[config.mk]
export PLATFORM = sky130hd
export DESIGN_NAME = hbus_ready_ctl
export DESIGN_NICKNAME = d
export VERILOG_FILES = /design/src/rtl/hbus_pkg.sv /design/src/rtl/hbus_sync.sv /design/src/rtl/hbus_regbank.sv /design/src/rtl/hbus_cycle_fsm.sv /design/src/rtl/hbus_ready_ctl.sv
export SDC_FILE = /design/constraint.sdc
export NUM_CORES = 1
export LEC_CHECK = 0
export BUFFER_PORTS_ARGS = -buffer_cell sky130_fd_sc_hd__buf_4
export CORE_UTILIZATION = 46
export DETAILED_ROUTE_END_ITERATION = 16
export PLACE_DENSITY = 0.66
export SLEW_MARGIN = 25
export SYNTH_ARGS = -nofsm -noshare
export SYNTH_HDL_FRONTEND = slang
export SYNTH_SLANG_ARGS = --single-unit
[constraint.sdc]
create_clock -name clk -period 3 [get_ports clk]
set_input_delay 0.3 -clock clk [delete_from_list [all_inputs] [get_ports clk]]
set_output_delay 0.3 -clock clk [all_outputs]
set_load 0.02 [all_outputs]
[src/rtl/hbus_pkg.sv]
package hbus_pkg;

  typedef enum logic [1:0] {
    MODE_RDY  = 2'b00,
    MODE_ACK  = 2'b01,
    MODE_SYNC = 2'b10
  } bus_mode_e;

  typedef enum logic [1:0] {
    ST_IDLE,
    ST_WAIT,
    ST_ACK,
    ST_DONE
  } cyc_state_e;

  function automatic bus_mode_e decode_mode(input logic [1:0] code);
    bus_mode_e m;
    case (code)
      2'b01:   m = MODE_ACK;
      2'b10:   m = MODE_SYNC;
      default: m = MODE_RDY;
    endcase
    return m;
  endfunction

endpackage

[src/rtl/hbus_sync.sv]
module hbus_sync #(
  parameter int W = 1,
  parameter int STAGES = 2,
  parameter logic [W-1:0] RST_VAL = '0
) (
  input  logic         clk,
  input  logic         rst,
  input  logic [W-1:0] d,
  output logic [W-1:0] q
);

  logic [W-1:0] stage [STAGES];

  generate
    for (genvar i = 0; i < STAGES; i++) begin : g_stage
      if (i == 0) begin : g_first
        always_ff @(posedge clk) begin
          if (rst) stage[i] <= RST_VAL;
          else     stage[i] <= d;
        end
      end else begin : g_next
        always_ff @(posedge clk) begin
          if (rst) stage[i] <= RST_VAL;
          else     stage[i] <= stage[i-1];
        end
      end
    end
  endgenerate

  assign q = stage[STAGES-1];

endmodule

[src/rtl/hbus_regbank.sv]
module hbus_regbank #(
  parameter int AW = 4,
  parameter int DW = 16
) (
  input  logic          clk,
  input  logic          we,
  input  logic [AW-1:0] waddr,
  input  logic [DW-1:0] wdata,
  input  logic          re,
  input  logic [AW-1:0] raddr,
  output logic [DW-1:0] rdata
);

  localparam int DEPTH = 1 << AW;

  logic [DW-1:0] mem [DEPTH];

  always_ff @(posedge clk) begin
    if (we) mem[waddr] <= wdata;
  end

  always_ff @(posedge clk) begin
    if (re) rdata <= mem[raddr];
  end

endmodule

[src/rtl/hbus_cycle_fsm.sv]
module hbus_cycle_fsm
  import hbus_pkg::*;
#(
  parameter int CW = 4
) (
  input  logic          clk,
  input  logic          rst,
  input  logic          cs_act,
  input  logic          rd_act,
  input  logic          wr_act,
  input  logic          sync_mode,
  input  logic [CW-1:0] wait_cnt,
  output cyc_state_e    state,
  output logic          start,
  output logic          commit,
  output logic          is_rd
);

  logic [CW-1:0] cnt;

  assign start  = (state == ST_IDLE) && cs_act && (rd_act || wr_act);
  assign commit = (state == ST_WAIT) && (cnt == '0);

  always_ff @(posedge clk) begin
    if (rst) begin
      state <= ST_IDLE;
      cnt   <= '0;
      is_rd <= 1'b0;
    end else begin
      case (state)
        ST_IDLE: begin
          if (start) begin
            cnt   <= wait_cnt;
            is_rd <= rd_act;
            state <= ST_WAIT;
          end
        end
        ST_WAIT: begin
          if (cnt == '0) state <= ST_ACK;
          else           cnt   <= cnt - 1'b1;
        end
        ST_ACK: begin
          if (sync_mode)    state <= ST_DONE;
          else if (!cs_act) state <= ST_IDLE;
        end
        default: begin
          if (!cs_act) state <= ST_IDLE;
        end
      endcase
    end
  end

endmodule

[src/rtl/hbus_ready_ctl.sv]
module hbus_ready_ctl
  import hbus_pkg::*;
#(
  parameter int AW = 4,
  parameter int DW = 16,
  parameter int WCW = 4,
  parameter int SYNC_STAGES = 2
) (
  input  logic           clk,
  input  logic           rst,
  input  logic [1:0]     cfg_mode,
  input  logic [WCW-1:0] cfg_wait,
  input  logic           cs_n,
  input  logic           rd_n,
  input  logic           wr_n,
  input  logic [AW-1:0]  addr,
  input  logic [DW-1:0]  wdata,
  output logic [DW-1:0]  rdata,
  output logic           rdata_oe,
  output logic           rdy_pin
);

  localparam int NCTL = 3;

  bus_mode_e      mode_q;
  logic [WCW-1:0] wait_q;
  logic           sync_mode;

  always_ff @(posedge clk) begin
    if (rst) begin
      mode_q <= decode_mode(cfg_mode);
      wait_q <= cfg_wait;
    end
  end

  assign sync_mode = (mode_q == MODE_SYNC);

  logic [NCTL-1:0] ctl_raw, ctl_s;

  assign ctl_raw = {~cs_n, ~rd_n, ~wr_n};

  hbus_sync #(
    .W       (NCTL),
    .STAGES  (SYNC_STAGES),
    .RST_VAL ('0)
  ) sync_i (
    .clk (clk),
    .rst (rst),
    .d   (ctl_raw),
    .q   (ctl_s)
  );

  cyc_state_e state;
  logic       start, commit, is_rd;

  hbus_cycle_fsm #(
    .CW (WCW)
  ) fsm_i (
    .clk       (clk),
    .rst       (rst),
    .cs_act    (ctl_s[2]),
    .rd_act    (ctl_s[1]),
    .wr_act    (ctl_s[0]),
    .sync_mode (sync_mode),
    .wait_cnt  (wait_q),
    .state     (state),
    .start     (start),
    .commit    (commit),
    .is_rd     (is_rd)
  );

  logic [AW-1:0] addr_q;
  logic [DW-1:0] wdata_q;

  always_ff @(posedge clk) begin
    if (start) begin
      addr_q  <= addr;
      wdata_q <= wdata;
    end
  end

  hbus_regbank #(
    .AW (AW),
    .DW (DW)
  ) bank_i (
    .clk   (clk),
    .we    (commit && !is_rd),
    .waddr (addr_q),
    .wdata (wdata_q),
    .re    (start && ctl_s[1]),
    .raddr (addr),
    .rdata (rdata)
  );

  logic ack_q, oe_q;

  always_ff @(posedge clk) begin
    if (rst) begin
      ack_q <= 1'b0;
      oe_q  <= 1'b0;
    end else begin
      ack_q <= commit || (state == ST_ACK && !sync_mode && ctl_s[2]);
      if (commit && is_rd)       oe_q <= 1'b1;
      else if (state == ST_IDLE) oe_q <= 1'b0;
    end
  end

  assign rdata_oe = oe_q && !cs_n;
  assign rdy_pin  = sync_mode ? ack_q : !(ack_q && !cs_n);

endmodule

* Word-level counts from Yosys, hierarchy flattened
Memories as Yosys holds them, arrays and structs flattened. A register that Yosys moved wholly into a read port is not among the register bits. Index checks and enable logic that the tools add are counted.
Word-level totals: register bits 35, memory bits (writable) 262, output and inout bits 18, memories 2
Memories:
- bank_i.mem | words 16, bits a word 16, read ports 1, clocked after Yosys merged registers in 1, wr ports 1, RTL line hbus_regbank.sv:16 | logic [DW-1:0] mem [DEPTH];
- sync_i.stage | words 2, bits a word 3, read ports 2, clocked after Yosys merged registers in 0, wr ports 2, RTL line hbus_sync.sv:12 | logic [W-1:0] stage [STAGES];
Cells by class: add/sub/neg operators 1, equality and inequality tests 8, muxes and demuxes 19, bitwise gates (word level) 5, reductions and logical operators 23
Operator list (number):
- $logic_and A1 B1 Y1 | 10
- $mux W1 | 8
- $mux W2 | 4
- $mux W4 | 2
- $pmux W4 S2 | 1
- $eq A2 B2 Y1 const B | 3
- $mux W3 | 2
- $ne A2 B2 Y1 const B | 3
- $pmux W2 S3 | 1
- $eq A2 B1 Y1 const B | 2
- $logic_not A1 Y1 | 4
- $logic_not A4 Y1 | 1
- $pmux W2 S2 | 1
- $reduce_and A2 Y1 | 2
- $reduce_bool A2 Y1 | 2
- $sub A4 B1 Y4 const B | 1
- $not A1 Y1 | 3
- $reduce_and A3 Y1 | 1
- $logic_not A2 Y1 | 1
- $logic_or A1 B1 Y1 | 2
- $or A1 B1 Y1 | 2

* Logic depth before layout (Yosys ltp)
Gate-level depths: netlist (run 1).
word-level depth 5, depth in mapped cells 6, depth with buffers taken out 6

* Modules after synthesis
A second synthesis (run 1) with hierarchy kept.
Unflattened totals: cells, all modules 537, area, all modules 11720.0 um2
Modules (own cells, without submodules):
- hbus_regbank | instances 1, cells each 432, area an instance 10203.5 um2, sequential area each 8167.8 um2
- hbus_ready_ctl | instances 1, cells each 45, area an instance 930.9 um2, sequential area each 820.8 um2
- hbus_cycle_fsm | instances 1, cells each 48, area an instance 427.9 um2, sequential area each 140.1 um2
- hbus_sync | instances 1, cells each 12, area an instance 157.7 um2, sequential area each 120.1 um2

* Worst setup path after synthesis (run 1)
Ideal clock, no wire load.
path kind reg-to-reg, from reg fsm_i.state[0], to reg bank_i.rdata[0], read port of bank_i.mem, enable pin, arrival 2.729 ns, path slack -0.103 ns, stages on the path, launching flop included 4, path buffers 0, clock period less this slack 3.103 ns, path through dfxtp_1 > nand2b_1 > nor3_1 > and2_1
On the way: word-level cells in the longest chain between the ends 4
RTL lines:
- start: declaration | RTL line hbus_cycle_fsm.sv:13 | output cyc_state_e state,
- start signal: assignment | RTL line hbus_cycle_fsm.sv:26 | state <= ST_IDLE;
- start signal: assignment | RTL line hbus_cycle_fsm.sv:35 | state <= ST_WAIT;
- start signal: assignment | RTL line hbus_cycle_fsm.sv:39 | if (cnt == '0) state <= ST_ACK;
- $logic_not A2 Y1 | RTL line hbus_cycle_fsm.sv:21 | assign start = (state == ST_IDLE) && cs_act && (rd_act || wr_act);
- $logic_and A1 B1 Y1 (2 in a row) | RTL line hbus_cycle_fsm.sv:21
- via fsm_i.start | RTL line hbus_cycle_fsm.sv:14 | output logic start,
- $logic_and A1 B1 Y1 | RTL line hbus_ready_ctl.sv:90 | .re (start && ctl_s[1]),
- via bank_i.re | RTL line hbus_regbank.sv:9 | input logic re,
- end: declaration | RTL line hbus_regbank.sv:11 | output logic [DW-1:0] rdata
The timed path passes the listed nets, and every way through them passes these cells. A chain may end at the register's enable or synchronous reset.

* Worst setup path in the final report (run 1)
from reg fsm_i.cnt[0], to mem bank_i.mem[12][3], enable pin
On the way: word-level cells in the longest chain between the ends 5
RTL lines:
- start: declaration | RTL line hbus_cycle_fsm.sv:19 | logic [CW-1:0] cnt;
- start signal: assignment | RTL line hbus_cycle_fsm.sv:33 | cnt <= wait_cnt;
- start signal: assignment | RTL line hbus_cycle_fsm.sv:40 | else cnt <= cnt - 1'b1;
- $logic_not A4 Y1 | RTL line hbus_cycle_fsm.sv:22 | assign commit = (state == ST_WAIT) && (cnt == '0);
- $logic_and A1 B1 Y1 | RTL line hbus_cycle_fsm.sv:22
- $logic_and A1 B1 Y1 | RTL line hbus_ready_ctl.sv:87 | .we (commit && !is_rd),
- $mux W1 | RTL line hbus_regbank.sv:19 | if (we) mem[waddr] <= wdata;
- $mux W1 (not written as such) | RTL line hbus_regbank.sv:19
- end: declaration | RTL line hbus_regbank.sv:16
Every way passes these cells.

==> results of run 1 <==
[registers in the layout, summed over array words and instances, names as in the netlist]
| signal | cells |
|---|---|
| bank_i.mem | 256 |
| bank_i.rdata | 16 |
| wdata_q | 16 |
| sync_i.stage | 6 |
| addr_q | 4 |
| fsm_i.cnt | 4 |
| wait_q | 4 |
| fsm_i.state | 2 |
| mode_q | 2 |
| ack_q | 1 |
| fsm_i.is_rd | 1 |
| oe_q | 1 |
[where the power goes]
| group | internal, W | switching (W) |
|---|---|---|
| registers | 0.00476 | 0.0000177 |
| clock network | 0.00222 | 0.00157 |
| logic | 0.000155 | 0.000146 |
| total | 0.00713 | 0.00174 |
[per-stage QoR]
step / util / cell area, um^2 / setup slack [ns] / instances
after floorplan: - / 11740 / 0.3420 / 537
after global placement: 0.5046 / 12670 / 0.6783 / 923
after detailed placement: 0.5046 / 12670 / 0.5535 / 923
after CTS: 0.5541 / 13910 / 0.5503 / 1005
after global routing: 0.5541 / 13910 / 0.3990 / 1005
final: 0.5542 / 13910 / 0.5514 / 1006
[worst reg2reg max path, stage by stage, from the launching register on]
cell and delay [ns]:
sky130_fd_sc_hd__dfxtp_1 0.32, sky130_fd_sc_hd__inv_1 0.11, sky130_fd_sc_hd__ha_1 0.20, sky130_fd_sc_hd__nor3b_4 0.38
sky130_fd_sc_hd__nand2_2 0.11, sky130_fd_sc_hd__or4_4 0.47, sky130_fd_sc_hd__nor2_2 0.37, sky130_fd_sc_hd__buf_12 0.21
[cells in the mapped netlist (all sizes together)]
| master | number |
|---|---|
| o211ai | 1 |
| nand2 | 23 |
| nor3b | 2 |
| mux4 | 64 |
| nor2b | 10 |
| inv | 3 |
| o21ai | 5 |
| ha | 1 |
| or3b | 1 |
| a22oi | 32 |
| clkbuf | 8 |
| mux2 | 1 |
| a221oi | 1 |
| a22o | 1 |
| or4 | 1 |
| buf | 15 |
| a31oi | 1 |
| and2 | 2 |
| nand4b | 2 |
| o32ai | 1 |
| nor3 | 7 |
| and2b | 1 |
| nand4 | 1 |
| o32a | 1 |
| nand2b | 5 |
| dfxtp | 15 |
| edfxtp | 298 |
| nor2 | 25 |
| a21oi | 8 |
| mux2i | 1 |
[cell type report]
cell class                      instances  share of cell area
Antenna cell                            1           0.0001798
Clock buffer                           44             0.06537
Clock inverter                         15            0.007373
Inverter                                3           0.0008093
Multi-Input combinational cell        198              0.1700
Sequential cell                       313              0.6647
Tap cell                              330             0.02967
Timing Repair Buffer                  102             0.06186
[routing by layer]
metal | part of all wire | vias up
met1 | 0.43 | 2948
met5 | 0 | -
met4 | 0.024 | 0
met2 | 0.49 | 165
li1 | - | 2482
met3 | 0.054 | 44
[logic make-up after synthesis]
logic type	Yosys count	synth area share
AOI/OAI and AO/OA	51	0.03189
adders and majority gates	1	0.001066
buffers and inverters	26	0.01269
DFF	313	0.7883
muxes	66	0.1314
and+or+nand+nor	80	0.03466
[path summary, 6_finish.rpt]
path	start	end	slack (ns)
worst max-delay path	fsm_i.cnt[0]	bank_i.mem[12][3]	0.55
worst min-delay path	addr[2]	addr_q[2]	0.07
worst max register to register	fsm_i.cnt[0]	bank_i.mem[12][3]	0.55
worst min register to register	sync_i.stage[0][2]	sync_i.stage[1][2]	0.44
[repair_timing]
| item | 4_1_cts | 5_1_grt |
|---|---|---|
| endpoints found under the hold margin | 23 | 0 |
| hold buffers | 23 | 0 |
| gates resized for setup | 0 | 0 |
==> impl_metrics.env, run 1 <==
export IMPL_die_area_mm2=0.02615
export IMPL_timing_worst_setup_path_type="reg2reg"
export IMPL_netlist_instances=537
export IMPL_drt_drc_violations_left=0
export IMPL_io_buffer_count=48
export IMPL_layout_area_overhead_vs_synth_pct=18.60
export IMPL_vias=5639
export IMPL_ctsHtreeMaxLevel=2
export IMPL_met2_usage=0.3111
export IMPL_crit_path_top_delay_cell="sky130_fd_sc_hd__or4_4"
export IMPL_power_w=0.008871
export IMPL_rr_worst_depth=7
export IMPL_timing_worst_slew_pin_value_ns=0.8020
export IMPL_maximum_number_of_pins_on_one_net_before_global_route_repair=37
export IMPL_cts_max_path_buffers=3
export IMPL_startpoint_type="register"
export IMPL_die_w_um=161.7
export IMPL_wl_per_cell_um=23.17
export IMPL_maxSlewViolCount=0
export IMPL_wirelength_mm=23.31
export IMPL_synthesis_area_mm2=0.01173
export IMPL_final_seq_area_mm2=0.009249
export IMPL_cts_root_buffer_cell="sky130_fd_sc_hd__clkbuf_16"
export IMPL_multiInputGateArea_mm2=0.002366
export IMPL_crit_path_cell_chain="inv_1 > ha_1 > nor3b_4 > nand2_2 > or4_4 > nor2_2 > buf_12"
export IMPL_mappedNetlistNets=569
export IMPL_cap_violations=0
export IMPL_tritoncts_num_buffers=34
export IMPL_track_usage=0.1862
export IMPL_crit_arrival_ns=2.65
export IMPL_finalCriticalPeriod_ns=2.449
export IMPL_clock_insertion_delay_worst_skew_ns=0.50
export IMPL_synth_largest_type_area_fraction=0.7627
export IMPL_post_synth_top_area_cell="sky130_fd_sc_hd__edfxtp_1"
export IMPL_yosys_register_bits=313
export IMPL_gp_congestion=0.7814
export IMPL_power_density_cell_area_mw_per_mm2=637.6
export IMPL_tritoncts="built"
export IMPL_leakage_dissipation_nw=4.564
export IMPL_dp_final_hpwl_mm=14.25
export IMPL_critPathCaptureType="register"
export IMPL_finalSetupTns_ns=0
export IMPL_ir_worst_vdd_mv=0.3542
export IMPL_first_iter_violations=386
export IMPL_hold_worst_slack_ns=0.06812
export IMPL_routed_via_density=5.605
export IMPL_cp_num_cells=7
export IMPL_timing_hold_worst_class="in2reg"
export IMPL_synth_yosys_warnings=0
export IMPL_drt_pre_antenna_iters=4
export IMPL_synth_area_leaders="sky130_fd_sc_hd__edfxtp_1, sky130_fd_sc_hd__mux4_2, sky130_fd_sc_hd__mux4_1"
export IMPL_clock_transition_at_the_registers_of_the_reported_paths_ns=0.06
export IMPL_layout_filler_cells=1910
export IMPL_met1_usage=0.2474
export IMPL_holdPathStages=1
export IMPL_std_cell_rows=58
export IMPL_status="finished, final reports clean"
export IMPL_critical_path_buf_inv_count=2
export IMPL_post_cts_setup_inserts=0
export IMPL_cp_max_fo=11
export IMPL_cp_slowest_stage_delay_ns=0.47
export IMPL_detail_route_antenna_nets=0
export IMPL_cp_top_family="simple AND/OR/NAND/NOR gates"
export IMPL_setup_violations_final=0
export IMPL_grt_first_pass_wirelength_mm=35.34
export IMPL_fmax_ghz=0.4084
export IMPL_via_count_of_the_first_global_routing_pass=5931
export IMPL_timing_clock_skew_ns=0.02122
export IMPL_finish_net_count=684
export IMPL_die_height_um=161.7
export IMPL_layout_cells_most_common_list="sky130_fd_sc_hd__edfxtp_1, sky130_fd_sc_hd__buf_4, sky130_fd_sc_hd__mux4_2"
export IMPL_data_required_time_of_the_worst_path_ns=3.20
export IMPL_yosysSeqAreaShare=0.7883
export IMPL_i_o_pin_total=49
export IMPL_number_of_antenna_violations_at_the_first_check_in_global_routing=1
export IMPL_max_slew_margin=0.4653
export IMPL_number_of_distinct_library_cells_after_synthesis=37
export IMPL_starting_density_of_the_core=0.4673
export IMPL_final_common_cell="sky130_fd_sc_hd__edfxtp_1"
export IMPL_post_route_cells_drive_above_1_share=0.2637
export IMPL_core_area_mm2=0.02511
export IMPL_grt_busiest_layer="met2"
export IMPL_timing_final_crit_share=0.8162
export IMPL_setup_repair_after_global_routing_missed_its_margin="no"
export IMPL_clock_sinks=313
export IMPL_hold_violations=0
export IMPL_syn_area_per_cell_um2=21.85
export IMPL_gr_usage_met3=0.03805
export IMPL_grt_overflow=0
No activity file was read; power rests on OpenSTA's default activity.
==> inputs of run 2 (changes only) <==
--- a/config.mk
+++ b/config.mk
@@ -5,6 +5,7 @@
 export SDC_FILE = /design/constraint.sdc
 export NUM_CORES = 1
 export LEC_CHECK = 0
+export ABC_AREA = 1
 export BUFFER_PORTS_ARGS = -buffer_cell sky130_fd_sc_hd__buf_4
 export CORE_UTILIZATION = 46
 export DETAILED_ROUTE_END_ITERATION = 16
==> constraint.sdc (replaced) <==
create_clock -name clk -period 2.2 [get_ports clk]
set_input_delay 0.22 -clock clk [delete_from_list [all_inputs] [get_ports clk]]
set_output_delay 0.22 -clock clk [all_outputs]
set_load 0.02 [all_outputs]
==> run 2 against run 1 <==
  * First-iteration DRC count increased by 150%
  * Final cell count increased by 45%
  * Global-route usage increased by 2.2 points
  * Count of clock-buffer cells in the layout unchanged
  * Hold slack got worse by 0.023 ns
  * The run now ends with DRC left
  * Clock skew decreased by 0.013 ns
  * Cell area increased by 5.0%
  * Largest cell class unchanged
==> impl_metrics.env, run 2 <==
export IMPL_starting_density_of_the_core=0.4712
export IMPL_yosys_register_bits=313
export IMPL_finalCriticalPeriod_ns=1.959
export IMPL_pre_cts_ws_ns=0.1620
export IMPL_switching_power_w=0.002481
export IMPL_finalSetupTns_ns=0
export IMPL_tritoncts_num_buffers=31
export IMPL_reg_largest_list="bank_i.mem: 256 flops, bank_i.rdata: 16 flops, wdata_q: 16 flops"
export IMPL_maximum_number_of_pins_on_one_net_before_global_route_repair=165
export IMPL_number_of_antenna_violations_at_the_first_check_in_global_routing=0
export IMPL_p_seq_frac=0.539
export IMPL_core_area_mm2=0.02621
export IMPL_synth_enable_flop_cells=298
export IMPL_leakage_dissipation_nw=5.270
export IMPL_adder_and_majority_cell_fraction_of_the_synthesized_area=0.001013
export IMPL_number_of_distinct_library_cells_after_synthesis=22
export IMPL_grt_first_pass_wirelength_mm=43.48
export IMPL_synth_compound_area_share=0.06049
export IMPL_fmax_ghz=0.5105
export IMPL_post_cts_setup_inserts=0
export IMPL_drt_pre_antenna_iters=11
export IMPL_first_iter_violations=949
export IMPL_regMostFlops="bank_i.mem"
export IMPL_netlist_instances=998
export IMPL_post_route_cells_drive_above_1_share=0.1408
export IMPL_grt_overflow=0
export IMPL_largest_register_ff_count=256
export IMPL_syn_area_per_cell_um2=12.37
export IMPL_critPathCaptureType="register"
export IMPL_timing_final_crit_share=0.8904
export IMPL_detail_route_antenna_nets=0
export IMPL_share_comb_of_total_power=0.048
export IMPL_clock_insertion_delay_worst_skew_ns=0.55
export IMPL_yosysSeqAreaShare=0.7489
export IMPL_i_o_pin_total=49
export IMPL_synth_most_common_cell="sky130_fd_sc_hd__edfxtp_1"
export IMPL_mappedNetlistNets=1030
export IMPL_cts_max_path_buffers=3
export IMPL_io_buffer_count=48
export IMPL_timing_hold_worst_class="in2reg"
export IMPL_die_w_um=165.9
export IMPL_power_density_cell_area_mw_per_mm2=826.8
export IMPL_synth_yosys_warnings=0
export IMPL_vias=7908
export IMPL_finish_net_count=1131
export IMPL_timing_worst_slew_pin_value_ns=0.7906
export IMPL_clkPwrFrac=0.413
export IMPL_synth_area_leaders="sky130_fd_sc_hd__edfxtp_1, sky130_fd_sc_hd__nor2_1, sky130_fd_sc_hd__nand3_1"
export IMPL_post_route_worst_setup_slack_ns=0.2411
export IMPL_setup_repair_after_global_routing_missed_its_margin="no"
export IMPL_layout_cells_most_common_list="sky130_fd_sc_hd__edfxtp_1, sky130_fd_sc_hd__nor2_1, sky130_fd_sc_hd__nand2_1"
export IMPL_power_w=0.01208
export IMPL_synth_xor_area_frac=0
export IMPL_layout_area_overhead_vs_synth_pct=18.32
export IMPL_data_required_time_of_the_worst_path_ns=2.45
export IMPL_via_count_of_the_first_global_routing_pass=7695
export IMPL_reg2reg_setup_slack_ns=0.24
export IMPL_hold_violations=0
export IMPL_diodes=0
export IMPL_cp_max_fo=11
export IMPL_std_cell_rows=59
export IMPL_cap_violations=0
export IMPL_maxSlewViolCount=0
export IMPL_setup_violations_final=0
export IMPL_cts_root_buffer_cell="sky130_fd_sc_hd__clkbuf_16"
export IMPL_gp_congestion=0.8550
export IMPL_drt_drc_violations_left=3
export IMPL_status="finished, violations left"
export IMPL_failed_checks="DRC"
export IMPL_startpoint_type="register"
export IMPL_timing_worst_setup_path_type="reg2reg"
export IMPL_ir_worst_vdd_mv=0.5507
export IMPL_routed_via_density=5.428
export IMPL_dp_final_hpwl_mm=17.19
export IMPL_ctsHtreeMaxLevel=1
export IMPL_die_height_um=165.9
export IMPL_wl_per_cell_um=19.29
export IMPL_crit_arrival_ns=2.21
export IMPL_max_slew_margin=0.4729
export IMPL_ys_top_cells_by_count="sky130_fd_sc_hd__edfxtp_1, sky130_fd_sc_hd__nor2_1, sky130_fd_sc_hd__nand2_1"
export IMPL_die_area_mm2=0.02751
export IMPL_most_used_flip_flop_cell_after_synthesis="sky130_fd_sc_hd__edfxtp_1"
export IMPL_tritoncts="built"
export IMPL_track_usage=0.2084
export IMPL_synthesis_area_mm2=0.01235
export IMPL_main_combinational_cell_family_by_area_after_synthesis="simple AND/OR/NAND/NOR gates"
export IMPL_synthSimpleGateAreaFrac=0.1451
export IMPL_share_of_cell_area_taken_by_muxes_after_synthesis=0
export IMPL_async_reset_ff_frac=0
export IMPL_timing_clock_skew_ns=0.007820
export IMPL_clock_sinks=313
export IMPL_layout_filler_cells=2113
export IMPL_post_synth_top_area_cell="sky130_fd_sc_hd__edfxtp_1"
export IMPL_sw_frac_of_total=0.2054
export IMPL_wirelength_mm=28.11
export IMPL_cellInternalPower_w=0.009600
export IMPL_clock_transition_at_the_registers_of_the_reported_paths_ns=0.06
export IMPL_synth_largest_type_area_fraction=0.7246
export IMPL_final_common_cell="sky130_fd_sc_hd__edfxtp_1"
## run 2: critical path, stage by stage (launching register included)
cell and delay [ns]:
sky130_fd_sc_hd__dfxtp_1 0.32, sky130_fd_sc_hd__inv_1 0.08, sky130_fd_sc_hd__ha_1 0.20, sky130_fd_sc_hd__inv_1 0.05, sky130_fd_sc_hd__nor2_1 0.13, sky130_fd_sc_hd__nand3_2 0.13, sky130_fd_sc_hd__nor2_4 0.17, sky130_fd_sc_hd__nand3_1 0.08
sky130_fd_sc_hd__buf_4 0.17, sky130_fd_sc_hd__nor2_2 0.10, sky130_fd_sc_hd__buf_4 0.21
## run 2: final timing paths
path,start,cells after the start,endpoint
hold / removal,addr[3],1,addr_q[3]
hold reg to reg,sync_i.stage[0][1],2,sync_i.stage[1][1]
setup reg to reg,fsm_i.cnt[0],10,bank_i.mem[6][2]
setup / recovery,fsm_i.cnt[0],10,bank_i.mem[6][2]
## run 2: power by group through the flow
stage / Combinational, W / Sequential (W) / Clock [W]
finish: 0.000582 / 0.00651 / 0.00499
global route: 0.000642 / 0.00651 / 0.00528
CTS: 0.000579 / 0.00651 / 0.00504
detailed placement: 0.000534 / 0.00664 / 0
global placement: 0.000530 / 0.00664 / 0
floorplan: 0.000356 / 0.00663 / 0
## run 2: logic make-up (layout without fill, tap and decap cells)
logic type      Yosys count  count (layout)
simple gates            433             433
fa+ha+maj                 1               1
compound gates          134             134
buf+inv                 117             241
flops                   313             313
## run 2: layout make-up
class / instances / area [um^2] / area share
Sequential cell: 313 / 9249 / 0.6330
Clock buffer: 44 / 885.9 / 0.06063
Multi-Input combinational cell: 568 / 2596 / 0.1777
Timing Repair Buffer: 120 / 1139 / 0.07792
Clock inverter: 12 / 78.83 / 0.005395
Inverter: 65 / 244.0 / 0.01670
Tap cell: 335 / 419.2 / 0.02869
## run 2: layer usage
metal  share of wire  wire [um]  GRT usage  vias to the layer above
met1            0.42      11850     0.2856                     3853
met4           0.024        688    0.06583                        0
li1                -          -          -                     3695
met3           0.074       2070    0.02955                       54
met2            0.48      13500     0.3462                      306
met5               0          0          0                        -
## run 2: timing repair
| item | 4_1_cts | 5_1_grt |
|---|---|---|
| gates resized for setup | 0 | 1 |
| endpoints found under the hold margin | 32 | 0 |
| hold buffers | 30 | 0 |
| endpoints found under the setup margin | 0 | 6 |
## run 2: per-stage QoR
stage / hold WS (ns) / std cells / utilization / cell area (um^2)
2_1_floorplan: 0.2924 / 998 / - / 12350
3_3_place_gp: 0.3783 / 1371 / 0.5091 / 13340
3_5_place_dp: 0.3774 / 1371 / 0.5091 / 13340
4_1_cts: 0.01507 / 1457 / 0.5574 / 14610
5_1_grt: 0.03548 / 1457 / 0.5576 / 14610
6_report: 0.04558 / 1457 / 0.5576 / 14610
